[src/rtl/rxdma_pkg.sv]
package rxdma_pkg;
  typedef enum logic [2:0] {
    ST_IDLE,
    ST_DESC,
    ST_RXWAIT,
    ST_DWRITE,
    ST_WBACK
  } rx_state_e;

  localparam int unsigned STAT_W    = 3;
  localparam int unsigned STAT_DERR = 0;
  localparam int unsigned STAT_WERR = 1;
  localparam int unsigned STAT_OVR  = 2;
endpackage

[src/rtl/rxdma_regs.sv]
module rxdma_regs #(
  parameter int unsigned ADDR_W = 32
) (
  input  logic                            clk,
  input  logic                            rst_n,
  input  logic                            reg_wr,
  input  logic                            reg_sel,
  input  logic [31:0]                     reg_wdata,
  output logic [31:0]                     reg_rdata,
  output logic                            start,
  output logic [ADDR_W-1:0]               start_ptr,
  input  logic                            stop,
  input  logic [rxdma_pkg::STAT_W-1:0]    stat_set,
  output logic                            run,
  output logic [rxdma_pkg::STAT_W-1:0]    stat
);
  import rxdma_pkg::*;
  localparam int unsigned PW = ADDR_W - 2;

  logic [PW-1:0]     ptr_q, ptr_d;
  logic              run_q, run_d;
  logic [STAT_W-1:0] stat_q, stat_d;
  logic              ctrl_wr, ptr_en, stat_clr_en;
  logic [31:0]       ctrl_view;

  // control is accepted only while the channel is idle
  assign ctrl_wr     = reg_wr && !reg_sel;
  assign ptr_en      = ctrl_wr && !run_q;
  assign start       = ptr_en && reg_wdata[0];
  assign start_ptr   = {reg_wdata[ADDR_W-1:2], 2'b00};
  assign stat_clr_en = reg_wr && reg_sel;

  always_comb begin
    ptr_d = ptr_en ? reg_wdata[ADDR_W-1:2] : ptr_q;
    run_d = run_q;
    if (start)     run_d = 1'b1;
    else if (stop) run_d = 1'b0;
    stat_d = stat_q;
    if (stat_clr_en) stat_d = stat_d & ~reg_wdata[STAT_W-1:0];
    stat_d = stat_d | stat_set;   // a new event wins over a clear
  end

  always_ff @(posedge clk or negedge rst_n) begin
    if (!rst_n) begin
      ptr_q  <= '0;
      run_q  <= 1'b0;
      stat_q <= '0;
    end else begin
      ptr_q  <= ptr_d;
      run_q  <= run_d;
      stat_q <= stat_d;
    end
  end

  always_comb begin
    ctrl_view              = '0;
    ctrl_view[ADDR_W-1:2]  = ptr_q;
    ctrl_view[0]           = run_q;
  end

  assign reg_rdata = reg_sel ? 32'(stat_q) : ctrl_view;
  assign run       = run_q;
  assign stat      = stat_q;

  // a control write during a run leaves the pointer untouched
  a_r7_ctrl_locked: assert property (@(posedge clk) disable iff (!rst_n)
    (run_q && ctrl_wr) |=> $stable(ptr_q));

  // a sticky bit survives any cycle without a matching clear
  a_r11_stat_sticky: assert property (@(posedge clk) disable iff (!rst_n)
    (stat_q[STAT_DERR] && !(stat_clr_en && reg_wdata[STAT_DERR])) |=> stat_q[STAT_DERR]);
endmodule

[src/rtl/rxdma_engine.sv]
module rxdma_engine #(
  parameter int unsigned ADDR_W = 32,
  parameter int unsigned LEN_W  = 16
) (
  input  logic                         clk,
  input  logic                         rst_n,
  input  logic                         start,
  input  logic [ADDR_W-1:0]            start_ptr,
  input  logic                         fifo_valid,
  input  logic [31:0]                  fifo_data,
  input  logic                         fifo_last,
  output logic                         fifo_pop,
  output logic                         mem_req,
  output logic                         mem_we,
  output logic [ADDR_W-1:0]            mem_addr,
  output logic [31:0]                  mem_wdata,
  input  logic [31:0]                  mem_rdata,
  input  logic                         mem_ack,
  input  logic                         mem_err,
  output logic                         stop,
  output logic [rxdma_pkg::STAT_W-1:0] stat_set,
  output logic                         busy
);
  import rxdma_pkg::*;
  // word capacity of a buffer; the byte count field is 16 bits wide
  localparam int unsigned WCNT_W = LEN_W - 2;

  rx_state_e         st_q, st_d;
  logic [1:0]        idx_q, idx_d;
  logic [ADDR_W-1:0] desc_q, desc_d, buf_q, buf_d, nxt_q, nxt_d;
  logic [WCNT_W-1:0] cap_q, cap_d, wcnt_q, wcnt_d;
  logic              eoc_q, eoc_d, last_q, last_d;
  logic [31:0]       dat_q, dat_d;
  logic [15:0]       wb_bytes;

  assign wb_bytes = 16'({wcnt_q, 2'b00});

  always_comb begin
    st_d = st_q;  idx_d = idx_q;  desc_d = desc_q;  buf_d = buf_q;
    nxt_d = nxt_q;  cap_d = cap_q;  wcnt_d = wcnt_q;  eoc_d = eoc_q;
    last_d = last_q;  dat_d = dat_q;
    fifo_pop = 1'b0;  mem_req = 1'b0;  mem_we = 1'b0;
    mem_addr = '0;  mem_wdata = '0;  stop = 1'b0;  stat_set = '0;
    unique case (st_q)
      ST_IDLE: if (start) begin
        desc_d = start_ptr;
        idx_d  = '0;
        st_d   = ST_DESC;
      end
      ST_DESC: begin
        mem_req  = 1'b1;
        mem_addr = desc_q + ADDR_W'({idx_q, 2'b00});
        if (mem_ack) begin
          if (mem_err) begin
            stat_set[STAT_DERR] = 1'b1;
            stop = 1'b1;
            st_d = ST_IDLE;
          end else begin
            unique case (idx_q)
              2'd0: buf_d = mem_rdata[ADDR_W-1:0];
              2'd1: cap_d = mem_rdata[LEN_W-1:2];
              2'd2: nxt_d = mem_rdata[ADDR_W-1:0];
              2'd3: begin
                eoc_d  = mem_rdata[0];
                wcnt_d = '0;
                st_d   = ST_RXWAIT;
              end
            endcase
            idx_d = idx_q + 2'd1;
          end
        end
      end
      ST_RXWAIT: if (fifo_valid) begin
        fifo_pop = 1'b1;
        dat_d    = fifo_data;
        last_d   = fifo_last;
        if (wcnt_q < cap_q) begin
          st_d = ST_DWRITE;
        end else begin
          stat_set[STAT_OVR] = 1'b1;      // word dropped
          if (fifo_last) st_d = ST_WBACK;
        end
      end
      ST_DWRITE: begin
        mem_req   = 1'b1;
        mem_we    = 1'b1;
        mem_addr  = buf_q + ADDR_W'({wcnt_q, 2'b00});
        mem_wdata = dat_q;
        if (mem_ack) begin
          if (mem_err) begin
            stat_set[STAT_WERR] = 1'b1;
            stop = 1'b1;
            st_d = ST_IDLE;
          end else begin
            wcnt_d = wcnt_q + WCNT_W'(1);
            st_d   = last_q ? ST_WBACK : ST_RXWAIT;
          end
        end
      end
      ST_WBACK: begin
        mem_req   = 1'b1;
        mem_we    = 1'b1;
        mem_addr  = desc_q + ADDR_W'(12);
        mem_wdata = {wb_bytes, 14'b0, 1'b1, eoc_q};
        if (mem_ack) begin
          if (mem_err) begin
            stat_set[STAT_WERR] = 1'b1;
            stop = 1'b1;
            st_d = ST_IDLE;
          end else if (eoc_q) begin
            stop = 1'b1;
            st_d = ST_IDLE;
          end else begin
            desc_d = nxt_q;
            idx_d  = '0;
            st_d   = ST_DESC;
          end
        end
      end
      default: st_d = ST_IDLE;
    endcase
  end

  always_ff @(posedge clk or negedge rst_n) begin
    if (!rst_n) begin
      st_q <= ST_IDLE;  idx_q <= '0;  desc_q <= '0;  buf_q <= '0;
      nxt_q <= '0;  cap_q <= '0;  wcnt_q <= '0;  eoc_q <= 1'b0;
      last_q <= 1'b0;  dat_q <= '0;
    end else begin
      st_q <= st_d;  idx_q <= idx_d;  desc_q <= desc_d;  buf_q <= buf_d;
      nxt_q <= nxt_d;  cap_q <= cap_d;  wcnt_q <= wcnt_d;  eoc_q <= eoc_d;
      last_q <= last_d;  dat_q <= dat_d;
    end
  end

  assign busy = (st_q != ST_IDLE);

  // a pending request is held unchanged until acknowledged
  a_r12_req_hold: assert property (@(posedge clk) disable iff (!rst_n)
    (mem_req && !mem_ack) |=> (mem_req && $stable(mem_addr) && $stable(mem_we)
                               && $stable(mem_wdata)));

  // no buffer write ever lands past the buffer capacity
  a_r10_write_in_buffer: assert property (@(posedge clk) disable iff (!rst_n)
    (mem_req && mem_we && st_q == ST_DWRITE) |-> (wcnt_q < cap_q));
endmodule

[src/rtl/rxdma_chain.sv]
module rxdma_chain #(
  parameter int unsigned ADDR_W = 32,
  parameter int unsigned LEN_W  = 16
) (
  input  logic              clk,
  input  logic              rst_n,
  input  logic              reg_wr,
  input  logic              reg_sel,
  input  logic [31:0]       reg_wdata,
  output logic [31:0]       reg_rdata,
  input  logic              fifo_valid,
  input  logic [31:0]       fifo_data,
  input  logic              fifo_last,
  output logic              fifo_pop,
  output logic              mem_req,
  output logic              mem_we,
  output logic [ADDR_W-1:0] mem_addr,
  output logic [31:0]       mem_wdata,
  input  logic [31:0]       mem_rdata,
  input  logic              mem_ack,
  input  logic              mem_err
);
  import rxdma_pkg::*;

  logic              start, stop, run, busy;
  logic [ADDR_W-1:0] start_ptr;
  logic [STAT_W-1:0] stat_set, stat;

  rxdma_regs #(.ADDR_W(ADDR_W)) u_regs (
    .clk(clk), .rst_n(rst_n), .reg_wr(reg_wr), .reg_sel(reg_sel),
    .reg_wdata(reg_wdata), .reg_rdata(reg_rdata), .start(start),
    .start_ptr(start_ptr), .stop(stop), .stat_set(stat_set),
    .run(run), .stat(stat)
  );

  rxdma_engine #(.ADDR_W(ADDR_W), .LEN_W(LEN_W)) u_engine (
    .clk(clk), .rst_n(rst_n), .start(start), .start_ptr(start_ptr),
    .fifo_valid(fifo_valid), .fifo_data(fifo_data), .fifo_last(fifo_last),
    .fifo_pop(fifo_pop), .mem_req(mem_req), .mem_we(mem_we),
    .mem_addr(mem_addr), .mem_wdata(mem_wdata), .mem_rdata(mem_rdata),
    .mem_ack(mem_ack), .mem_err(mem_err), .stop(stop),
    .stat_set(stat_set), .busy(busy)
  );

  // the visible run bit tracks the engine being away from idle
  a_r5_run_matches_busy: assert property (@(posedge clk) disable iff (!rst_n)
    run == busy);

  // a failed descriptor read turns the channel off and flags it
  a_r8_desc_err_stops: assert property (@(posedge clk) disable iff (!rst_n)
    (mem_req && !mem_we && mem_ack && mem_err) |=> (!run && stat[STAT_DERR]));

  // a failed write turns the channel off and flags it
  a_r9_data_err_stops: assert property (@(posedge clk) disable iff (!rst_n)
    (mem_req && mem_we && mem_ack && mem_err) |=> (!run && stat[STAT_WERR] && !mem_req));
endmodule

[config.mk]
export PLATFORM = sky130hd
export DESIGN_NAME = rxdma_chain
export DESIGN_NICKNAME = d
export VERILOG_FILES = /design/src/rtl/rxdma_pkg.sv /design/src/rtl/rxdma_regs.sv /design/src/rtl/rxdma_engine.sv /design/src/rtl/rxdma_chain.sv
export SDC_FILE = /design/constraint.sdc
export NUM_CORES = 1
export LEC_CHECK = 0
export ABC_AREA = 1
export BUFFER_PORTS_ARGS = -buffer_cell sky130_fd_sc_hd__buf_2
export CAP_MARGIN = 20
export CORE_ASPECT_RATIO = 1.4
export CORE_MARGIN = 5
export CORE_UTILIZATION = 45
export DETAILED_ROUTE_END_ITERATION = 12
export PLACE_DENSITY = 0.74
export SYNTH_ARGS = -nofsm -noshare
export SYNTH_HDL_FRONTEND = slang
export SYNTH_SLANG_ARGS = --single-unit
[constraint.sdc]
create_clock -name clk -period 2.9 [get_ports clk]
set_input_delay 0.145 -clock clk [delete_from_list [all_inputs] [get_ports clk]]
set_output_delay 0.145 -clock clk [all_outputs]
set_load 0.005 [all_outputs]
==> metrics.md <==
| Metric | Value |
|---|---|
| Filler Cell Count | 2365 |
| Synth top area cells | dfrtp_1 (42%), nand2_1 (15%), inv_1 (7.8%) |
| Total core area | 26000 sq um |
| Final Max Slew Viols | 0 |
| Crit path DAT | 3.04 ns |
| Largest family of logic cells by synthesized area | simple AND/OR/NAND/NOR gates |
| Final worst-path cycle share | 110% |
| Vias in the first global route | 11880 |
| Leading area contributor after synthesis | dfrtp_1 |
| CP max FO | 4 |
| Post-synth design cell area | 11800 sq um |
| Initial drt markers | 827 |
| R2R depth | 12 |
| Fraction of layout cells with a size suffix above 1 | 20.2% |
| Fmax | 314 MHz |
| Synth Instances | 1624 |
| Crit path from | u_engine.st_q[1]$_DFFE_PN0P_ |
| Htree depth | 4 |
| CP endpoint kind | output port |
| Worst hold start | reg_wdata[9] |
| Post-synthesis sequential area ratio | 41.8% |
| Yosys reg bits | 197 |
| Max-cap viol count | 0 |
| DIE AREA | 29600 sq um |
| WHS Path Cells | 3 |
| Global-route wire length before repair | 61.4 mm |
| Vias | 11831 |
| Portion of netlist area occupied by mux cells | 0.0955% |
| WP data required | 2.76 ns |
| Most used flip-flop cell after synthesis | dfrtp_1 |
| Antenna Diode Count | 0 |
| Post-synthesis cell type count | 46 |
| DRC | 0 |
| Core Rows | 70 |
| Met1 usage | 30.2% |
| EDFF count, synth | 0 |
| Initial Util | 45.4% |
| Crit path kind | flop to output port |
| Die height | 202 microns |
| Worst hold-check path type | primary input to flop |
| Largest net degree at the start of global routing | 80 |
| Slew margin rel. | 45.4% |
| Synth warn | 0 |
| LEAKAGE | 7.75 nW |
| Drt wl/cell | 17.2 microns |
| Yosys top cell area share | 41.8% |
| CTS Sinks | 197 |
| Final Skew | 0.0146 ns |
| CTS clk-pin slew, worst paths | 0.07 ns |
| M3 GR Usage | 4.62% |
| Drt first pass iters | 5 |
| Fin crit period | 3.18 ns |
| RR Startpoint | u_engine.st_q[1]$_DFFE_PN0P_ |
| Top-count cell post-synth | nand2_1 |
| Chip Width | 147 microns |
| Synth Area in Compound Gates | 15.3% |
| IO buf count | 202 |
| # setup viols final | 18 |
| Final antenna-violating net count | 0 |
| Nets | 2044 |
| RSZ-0062 raised after global routing | true |
| Post-Synth Adder-Cell Area | 3.95% |
| Status | finished, violations left |
| Final hold violation count | 0 |
| Gr ovfl total | 0 |
| VDD IR max | 0.000557 V |
| CTS tree | done |
| Slew @ Worst Pin | 0.819 ns |
| GR met2 Demand/Resource | 45.0% |
| Area growth from synthesis to layout | 25.4% |
| IO Count | 203 |
| Root buf cell | clkbuf_16 |
| Vias per cell | 5.28 |
| Worst-skew pair later-pin latency | 0.44 ns |
| Violated checks | negative setup slack |
| GRT Overall Usage | 26.2% |
| Simple-gate portion of the synthesized area | 27.9% |
| List of most frequent post-synthesis cells | nand2_1 (468), inv_1 (244), dfrtp_1 (197) |
| Initial antenna violation count | 1 |
| Busiest metal layer after global routing | met2 |
| Final wirelength | 38.4 mm |
| Syn Nets | 1764 |
| CTS Buffer Depth | 2 |
| Synthesized area per cell | 7.26 sq um |
| Final worst slack | -0.281 ns |
| Kind of launch point of the worst setup path | flop |
| Final GP Congestion | 0.963 |
| Cts bufs inserted | 17 |
| Worst hold margin | 0.0129 ns |
| XOR/XNOR Fraction of Synth Area | 0.668% |
| Async S/R FF share, synth | 100% |
| Power Density | 912 nW/um^2 |
| Final HPWL DP | 29.2 mm |
| Tot Pwr | 13.5 mW |
## metal layers
layer	wire length [microns]	vias up
li1	-	5749
met1	14900	5549
met2	18800	428
met3	2160	103
met4	2520	2
met5	13	-
## layout by cell type (no fill, tap or decap), types with 12 or more instances in the layout
| cell | netlist | final |
|---|---|---|
| o211ai_2 | 26 | 26 |
| nor3_1 | 22 | 20 |
| o21ai_2 | 11 | 15 |
| dfrtp_1 | 197 | 197 |
| ha_1 | 34 | 32 |
| o21ai_1 | 62 | 69 |
| nand3_1 | 98 | 97 |
| inv_2 | 9 | 14 |
| nor2_1 | 132 | 125 |
| buf_4 | 4 | 41 |
| buf_2 | 15 | 200 |
| dlygate4sd3_1 | 0 | 66 |
| nand2_1 | 468 | 462 |
| a21oi_1 | 33 | 31 |
| nand4_1 | 18 | 18 |
| clkbuf_16 | 0 | 17 |
| inv_1 | 244 | 237 |
| nor2_4 | 6 | 12 |
| o21ai_0 | 138 | 127 |
## state kept, by name, summed over array words and instances (netlist names)
name / count
u_regs.run: 1
u_engine.desc_q: 32
u_regs.ptr_q: 30
u_engine.st_q: 3
u_engine.eoc_q: 1
u_engine.wcnt_q: 14
u_engine.idx_q: 2
u_engine.nxt_q: 32
u_regs.stat: 3
u_engine.last_q: 1
u_engine.buf_q: 32
u_engine.dat_q: 32
u_engine.cap_q: 14
## where the power goes
group          internal (mW)  switching, mW  total (mW)
combinational           2.30           3.72        6.02
sequential              3.98           1.08        5.06
clock                   1.35           1.07        2.42
## worst paths after layout
path | endpoint | slack [ns]
max in group asynchronous | u_engine.idx_q[1]$_DFFE_PN0P_ | 1.74
worst max register to register | u_engine.desc_q[8]$_DFFE_PN0P_ | 0.39
min in group asynchronous | u_engine.dat_q[29]$_DFFE_PN0P_ | 0.28
worst min-delay path | u_regs.ptr_q[7]$_DFFE_PN0P_ | 0.01
worst max-delay path | mem_addr[18] | -0.28
worst min register to register | u_engine.dat_q[22]$_DFFE_PN0P_ | 0.48
## through the flow
stage	area (sq um)	TNS, ns	cells	util (%)	setup slack, ns
detailed placement	13200	0	2123	50.7	0.119
CTS	14600	-1.25	2233	56.2	-0.177
global placement	13200	0	2123	50.7	0.154
finish	14800	-2.70	2240	56.9	-0.281
floorplan	11800	0	1624	-	0.0332
global route	14800	-6.52	2240	56.9	-0.493
## kinds of logic (layout without fill, tap and decap cells)
| group | after synthesis | count (layout) |
|---|---|---|
| mux | 1 | 1 |
| buf+inv | 308 | 600 |
| flops | 197 | 197 |
| fa+ha+maj | 36 | 36 |
| xor+xnor | 9 | 9 |
| simple gates | 776 | 776 |
| compound gates | 297 | 297 |
## layout make-up
type	instances	area (sq um)	area share, %
clock inverter	9	118	0.795
multi-input combinational	1119	5820	39.3
timing repair buffer	316	2100	14.2
tap	324	405	2.74
clock buffer	22	474	3.20
sequential	197	4930	33.3
inverter	253	955	6.45
## critical path: stages, from the launching register on
cell      delay, ns
dfrtp_1        0.41
nor2_4         0.12
inv_2          0.06
nor2_4         0.08
inv_2          0.04
nand2_1        0.06
ha_2           0.19
inv_2          0.04
fa_2           0.35
inv_2          0.07
nand4_1        0.17
buf_4          0.21
nor2_4         0.13
nand3_1        0.11
o21ai_1        0.15
o211ai_1       0.11
o21ai_1        0.15
buf_2          0.15
## timing repair
item | CTS | global route
pin swaps | 14 | 20
endpoints found under the hold margin | 151 | 0
endpoints found under the setup margin | 17 | 27
hold buffers | 66 | 0
resized for setup | 27 | 38
setup buffers | 13 | 9
No activity file was read; power rests on OpenSTA's default activity.
